`config.mk`:
```
export PLATFORM = sky130hd
export DESIGN_NAME = tmr_clk_sel
export DESIGN_NICKNAME = d
export VERILOG_FILES = /design/src/rtl/tmr_clk_sel.sv
export SDC_FILE = /design/constraint.sdc
export NUM_CORES = 1
export LEC_CHECK = 0
export CAP_MARGIN = 20
export CORE_MARGIN = 10
export CORE_UTILIZATION = 60
export CTS_BUF_LIST = sky130_fd_sc_hd__clkbuf_16
export CTS_CLUSTER_SIZE = 14
export DETAILED_ROUTE_END_ITERATION = 10
export DONT_BUFFER_PORTS = 1
export HOLD_SLACK_MARGIN = 0.02
export MAX_ROUTING_LAYER = met4
export PLACE_DENSITY = 0.76
export SLEW_MARGIN = 20
export SYNTH_ARGS = -nofsm -noshare
export SYNTH_HDL_FRONTEND = slang
export SYNTH_SLANG_ARGS = --single-unit
```
`constraint.sdc`:
```
create_clock -name clk -period 2.02 [get_ports clk]
set_input_delay 0.202 -clock clk [delete_from_list [all_inputs] [get_ports clk]]
set_output_delay 0.202 -clock clk [all_outputs]
set_load 0.02 [all_outputs]
```
`src/rtl/tmr_clk_sel.sv`:
```
module tmr_clk_sel #(
  parameter int CNT_W = 10
) (
  input  logic       clk,
  input  logic       rst_n,
  input  logic       io_pulse,
  input  logic       xtal_pulse,
  input  logic       xin_pulse,
  input  logic       alt_pulse,
  input  logic       async_en,
  input  logic       ext_en,
  input  logic       alt_sel,
  input  logic [2:0] div_sel,
  input  logic       pre_clr,
  output logic       tick,
  output logic       osc_en,
  output logic [2:0] pins_free,
  output logic       cfg_err
);

  localparam logic [CNT_W-1:0] ONE = CNT_W'(1);

  logic [2:0]       mode, mode_q;
  logic [CNT_W-1:0] cnt, cnt_nx, tap_mask;
  logic             src, bad, restart, hit;

  assign mode = {async_en, ext_en, alt_sel};

  always_comb begin
    src = 1'b0; osc_en = 1'b0; pins_free = 3'b000; bad = 1'b0;
    case (mode)
      3'b000, 3'b001: begin src = io_pulse;   pins_free = 3'b111; end
      3'b100:         begin src = xtal_pulse; osc_en = 1'b1; pins_free = 3'b001; end
      3'b110:         begin src = xin_pulse;  pins_free = 3'b011; end
      3'b101:         begin src = alt_pulse;  osc_en = 1'b1; end
      3'b111:         begin src = alt_pulse;  pins_free = 3'b110; end
      default:        bad = 1'b1;
    endcase
  end

  always_comb begin
    case (div_sel)
      3'd2:    tap_mask = (ONE << 3) - ONE;
      3'd3:    tap_mask = (ONE << 5) - ONE;
      3'd4:    tap_mask = (ONE << 6) - ONE;
      3'd5:    tap_mask = (ONE << 7) - ONE;
      3'd6:    tap_mask = (ONE << 8) - ONE;
      default: tap_mask = {CNT_W{1'b1}};
    endcase
  end

  assign restart = pre_clr | (mode != mode_q);
  assign cnt_nx  = cnt + ONE;
  assign hit     = (div_sel == 3'd1) |
                   ((div_sel >= 3'd2) && ((cnt_nx & tap_mask) == '0));

  always_ff @(posedge clk) begin
    if (!rst_n) begin
      cnt <= '0; mode_q <= 3'b000; tick <= 1'b0; cfg_err <= 1'b0;
    end else begin
      mode_q  <= mode;
      cfg_err <= cfg_err | bad;
      tick    <= src & hit & ~restart;
      if (restart)  cnt <= '0;
      else if (src) cnt <= cnt_nx;
    end
  end


  undef_no_tick_chk: assert property (@(posedge clk) disable iff (!rst_n)
    (!async_en && ext_en) |=> !tick);

  err_sticky_chk: assert property (@(posedge clk) disable iff (!rst_n)
    cfg_err |=> cfg_err);

  stop_no_tick_chk: assert property (@(posedge clk) disable iff (!rst_n)
    (div_sel == 3'd0) |=> !tick);

  clr_no_tick_chk: assert property (@(posedge clk) disable iff (!rst_n)
    pre_clr |=> (!tick && cnt == '0));

  mode_chg_chk: assert property (@(posedge clk) disable iff (!rst_n)
    (mode != mode_q) |=> (cnt == '0));

  osc_ext_chk: assert property (@(posedge clk) disable iff (!rst_n)
    osc_en |-> (async_en && !ext_en));

  tap_align_chk: assert property (@(posedge clk) disable iff (!rst_n)
    (tick && $past(div_sel) >= 3'd2) |-> ((cnt & $past(tap_mask)) == '0));

endmodule

```
# After elaboration in Yosys (flattened, before gate mapping)
# Cells that the tools add are included.
dict set report op_classes {
  eq_ne 12
  muxes 5
  n_lt_le_gt_ge 1
  reduce_logical 8
  add_sub_neg 1
  bitwise_logic 8
}
# operator count
set ops {}
lappend ops {{$pmux W10 S5} 1}
lappend ops {{$eq A3 B3 Y1 const B} 7}
lappend ops {{$pmux W3 S4} 1}
lappend ops {{$add A10 B1 Y10 const B} 1}
lappend ops {{$and A10 B10 Y10} 1}
lappend ops {{$logic_not A10 Y1} 1}
lappend ops {{$reduce_or A2 Y1} 4}
lappend ops {{$eq A3 B1 Y1 const B} 2}
lappend ops {{$eq A3 B2 Y1 const B} 2}
lappend ops {{$reduce_or A6 Y1} 1}
lappend ops {{$pmux W1 S4} 1}
lappend ops {{$ge A3 B2 Y1 const B} 1}
lappend ops {{$logic_not A3 Y1} 1}
lappend ops {{$ne A3 B3 Y1} 1}
lappend ops {{$or A1 B1 Y1} 3}
lappend ops {{$and A1 B1 Y1} 2}
lappend ops {{$mux W1} 2}
lappend ops {{$not A1 Y1} 2}
lappend ops {{$logic_and A1 B1 Y1} 1}
dict set report totals {
  word_cells 39
  reg_bits 15
  inputBits 13
}

# Logic depth before layout (Yosys ltp)
dict set report depth {
  ltp_word 8
  mapped_depth 6
}

# Worst setup path after synthesis
# No wires, ideal clock.
dict set report synth_path {
  path_type {flip-flop to flip-flop}
  start {register cnt[0]}
  end {register tick}
  arrival_time_ns 1.461
  stages_incl_launch_ff 7
  synth_period_minus_slack_ns 1.561
  setup_time_ns 0.100
  path_buffers 0
  path_slack_ns 0.459
  cell_sequence {dfxtp_1 -> ha_1 -> nand2_1 -> or2_1 -> a21oi_1 -> o2111ai_1 -> a2111oi_4}
}
dict set report synth_between {
  elab_chain_len 7
}
# item line
set synth_lines {}
lappend synth_lines {{start: declaration} 24} ;# logic [CNT_W-1:0] cnt, cnt_nx, tap_mask;
lappend synth_lines {{start signal: assignment} 65} ;# else if (src) cnt <= cnt_nx;
lappend synth_lines {{$add A10 B1 Y10} 53} ;# assign cnt_nx = cnt + ONE;
lappend synth_lines {{$and A10 B10 Y10} 55} ;# ((div_sel >= 3'd2) && ((cnt_nx & tap_mask) == '0));
lappend synth_lines {{$logic_not A10 Y1} 55}
lappend synth_lines {{$logic_and A1 B1 Y1} 55}
lappend synth_lines {{$or A1 B1 Y1} 54} ;# assign hit = (div_sel == 3'd1) |
lappend synth_lines {{$and A1 B1 Y1 (2 in a row)} 63} ;# tick <= src & hit & ~restart;
lappend synth_lines {{end signal: assignment} 63}
lappend synth_lines {{end: declaration} 15} ;# output logic tick,
# Every way passes these cells.
# A chain may end at the register's enable or synchronous reset.

# Final worst setup path
# Ends and elaborated chain as after synthesis.

==> impl_metrics.json <==
{
  "gp_congestion": 0.8442,
  "maxCapViolations": 0,
  "drc": 0,
  "max_slew.worst_pin.slew_ns": 0.6539,
  "cts.clk_slew.worst_paths_ns": 0.05,
  "clock_latency_ns": 0.24,
  "hold_path.class": "in -> reg",
  "hold_viol": 0,
  "vias": 790,
  "slew_headroom_pct": 55.94,
  "coreArea_sq_um": 1471,
  "drt_wl_total_mm": 2.029,
  "yosys_warnings": 0,
  "slew_viol_final": 0,
  "antenna_cells": 0,
  "antenna_found_initial": 0,
  "post-dp-hpwl_mm": 1.547,
  "synth_seq_cells": 15,
  "power_leakage_nw": 0.3339,
  "worstPathRequired_ns": 2.17,
  "syn_area_sq_um": 910.9,
  "ys_seq_area_share_pct": 32.97,
  "cts_setup_buffers": 0,
  "yosys.area.top_type": "dfxtp_1",
  "ys_types": 34,
  "clock.fmax_mhz": 596.0,
  "cp_cell_sequence": "ha_1 -> nand2_1 -> or2_1 -> a21oi_1 -> o2111ai_1 -> a2111oi_4",
  "startpoint_type": "flip-flop",
  "setup_tns_ns": 0,
  "path_max_fanout": 4,
  "grt_overflow_total": 0,
  "yosys-top-cells-area": "dfxtp_1 (33%), xnor2_1 (12%), nor2_1 (5.4%)",
  "finalSetupViolations": 0,
  "critPathSlowestCell": "dfxtp_1",
  "ctsHoldBuffers": 0,
  "root_buffer": "clkbuf_16",
  "dieArea_sq_um": 3477,
  "yosys.area.top_type_share_pct": 32.97,
  "wl_per_cell_um": 16.23,
  "fin_skew_ns": 0.001375,
  "rsz0062_at_grt": "no",
  "fp-row-count": 14,
  "via_per_inst": 6.320,
  "fp.dieH_um": 58.97,
  "status": "completed",
  "cts_tree": "built",
  "syn_avg_cell_area_sq_um": 8.513,
  "grt_pass1_wl_mm": 3.381,
  "htree_levels": 1,
  "timing.hold.ws_ns": 0.04756,
  "finalCritPeriodShare_pct": 83.06,
  "power_density_nw_per_um2": 728.4,
  "clock-sinks": 15,
  "fill_cells": 131,
  "path_class": "reg -> reg",
  "grt_pass1_vias": 784,
  "syn_to_final_growth_pct": 10.30,
  "vdd_drop_max_v": 0.0005188,
  "end_kind": "flip-flop",
  "cts.path.max_buffers": 2,
  "ant_nets": 0,
  "synth.net_count": 121,
  "port_buffers": 0,
  "grt_max_degree": 11,
  "cp_slowest_stage_delay_ns": 0.38,
  "drt_iter0_drc": 35,
  "start_util_pct": 61.90,
  "synth_cells": 107,
  "fin_crit_ns": 1.678,
  "cts_resized": 0,
  "grtUsageTotal_pct": 12.59,
  "cts_buffers": 3,
  "dr.pass1.iters": 4,
  "num-nets-final": 124,
  "layout-drive-gt1-share_pct": 10.09,
  "die_w_um": 58.97,
  "cp.arrival_ns": 1.83,
  "io_pins": 19
}
==> flip-flops by register name, summed over array words and instances (netlist names) <==
register and count:
cfg_err 1, mode_q 3, tick 1, cnt 10
==> Yosys cell counts <==
| library cell | instances |
|---|---|
| nor2b_1 | 3 |
| or3_1 | 1 |
| buf_2 | 1 |
| nand2_1 | 8 |
| xnor2_1 | 12 |
| and3_4 | 1 |
| clkbuf_1 | 2 |
| xor2_1 | 2 |
| ha_1 | 1 |
| and3_1 | 2 |
| nor3_1 | 2 |
| o211ai_4 | 1 |
| and2_1 | 4 |
| a32o_2 | 2 |
| a21boi_1 | 1 |
| o22ai_1 | 2 |
| nand2b_1 | 1 |
| o21ai_0 | 1 |
| inv_1 | 2 |
| a21oi_2 | 1 |
| mux2_4 | 1 |
| and4_1 | 1 |
| dfxtp_1 | 15 |
| mux2i_1 | 1 |
| o21a_1 | 2 |
| nand3_1 | 7 |
| nand4_1 | 2 |
| a2111oi_4 | 1 |
| a21o_1 | 1 |
| or2_1 | 1 |
| nor2_1 | 13 |
| a211oi_1 | 3 |
| o2111ai_1 | 1 |
| a21oi_1 | 8 |
==> worst paths after layout <==
kind / from / end / slack [ns] / depth (start not counted)
setup / recovery: cnt[0] / tick / 0.34 / 6
hold / removal: div_sel[1] / tick / 0.05 / 1
setup reg to reg: cnt[0] / tick / 0.34 / 6
hold reg to reg: cnt[1] / cnt[1] / 0.52 / 2
==> power by group <==
group          internal (mW)  switching, mW
Combinational         0.0208         0.0293
Sequential             0.302        0.00415
Clock                  0.262          0.114
==> cell families (layout without fill, tap and decap cells) <==
kind of cell / after synthesis / in the layout / share of synthesized area [%]
adders and majority gates: 1 / 1 / 1.373
buffers and inverters: 5 / 7 / 2.198
muxes: 2 / 2 / 2.747
and+or+nand+nor: 46 / 46 / 25.41
DFF: 15 / 15 / 32.97
xor gates and xnor gates: 14 / 14 / 13.46
AOI/OAI and AO/OA: 24 / 24 / 21.84
==> metrics by stage <==
step / instance area (sq um) / power [mW] / worst slack (ns) / utilization (%) / instances
floorplan: 910.9 / 0.3589 / 0.4593 / - / 107
global placement: 925.9 / 0.3600 / 0.3990 / 62.93 / 121
detailed placement: 925.9 / 0.3617 / 0.3523 / 62.93 / 121
CTS: 1005 / 0.7377 / 0.3384 / 68.28 / 125
global route: 1005 / 0.7563 / 0.1550 / 68.28 / 125
finish: 1005 / 0.7318 / 0.3422 / 68.28 / 125
==> per-layer routing <==
metal	wire length [um]	vias to the layer above	GRT usage (%)
li1	-	386	-
met1	841	363	13.93
met2	962	34	19.22
met3	162	7	3.871
met4	63	0	7.869
met5	0	-	-
==> critical path: cells and delay by family (launching register included) <==
family / cells / cell delay [ns]
adders and majority gates: 1 / 0.24
AOI/OAI and AO/OA: 3 / 0.60
and+or+nand+nor: 2 / 0.36
DFF: 1 / 0.38
==> layout make-up <==
class	count	area, sq um	area share, %
clock buffers	3	75.07	7.472
flip-flops and latches	15	300.3	29.89
clock inverters	1	3.754	0.3736
multi-input cells	87	590.6	58.78
well taps	16	20.02	1.993
inverters	2	7.507	0.7472
repair buffers	1	7.507	0.7472
==> placed cells by master (no fill, tap or decap), types with 2 or more instances in the layout <==
master and count:
nand3_1 7, xor2_1 2, nor2b_1 3, a21oi_1 8, inv_1 3, o21a_1 2, o22ai_1 2, xnor2_1 12
dfxtp_1 15, a211oi_1 3, a32o_2 2, clkbuf_16 3, nand2_1 8, and3_1 2, nor2_1 13, and2_1 4
nor3_1 2, nand4_1 2
Note: power is estimated with default switching activity, not from simulation.
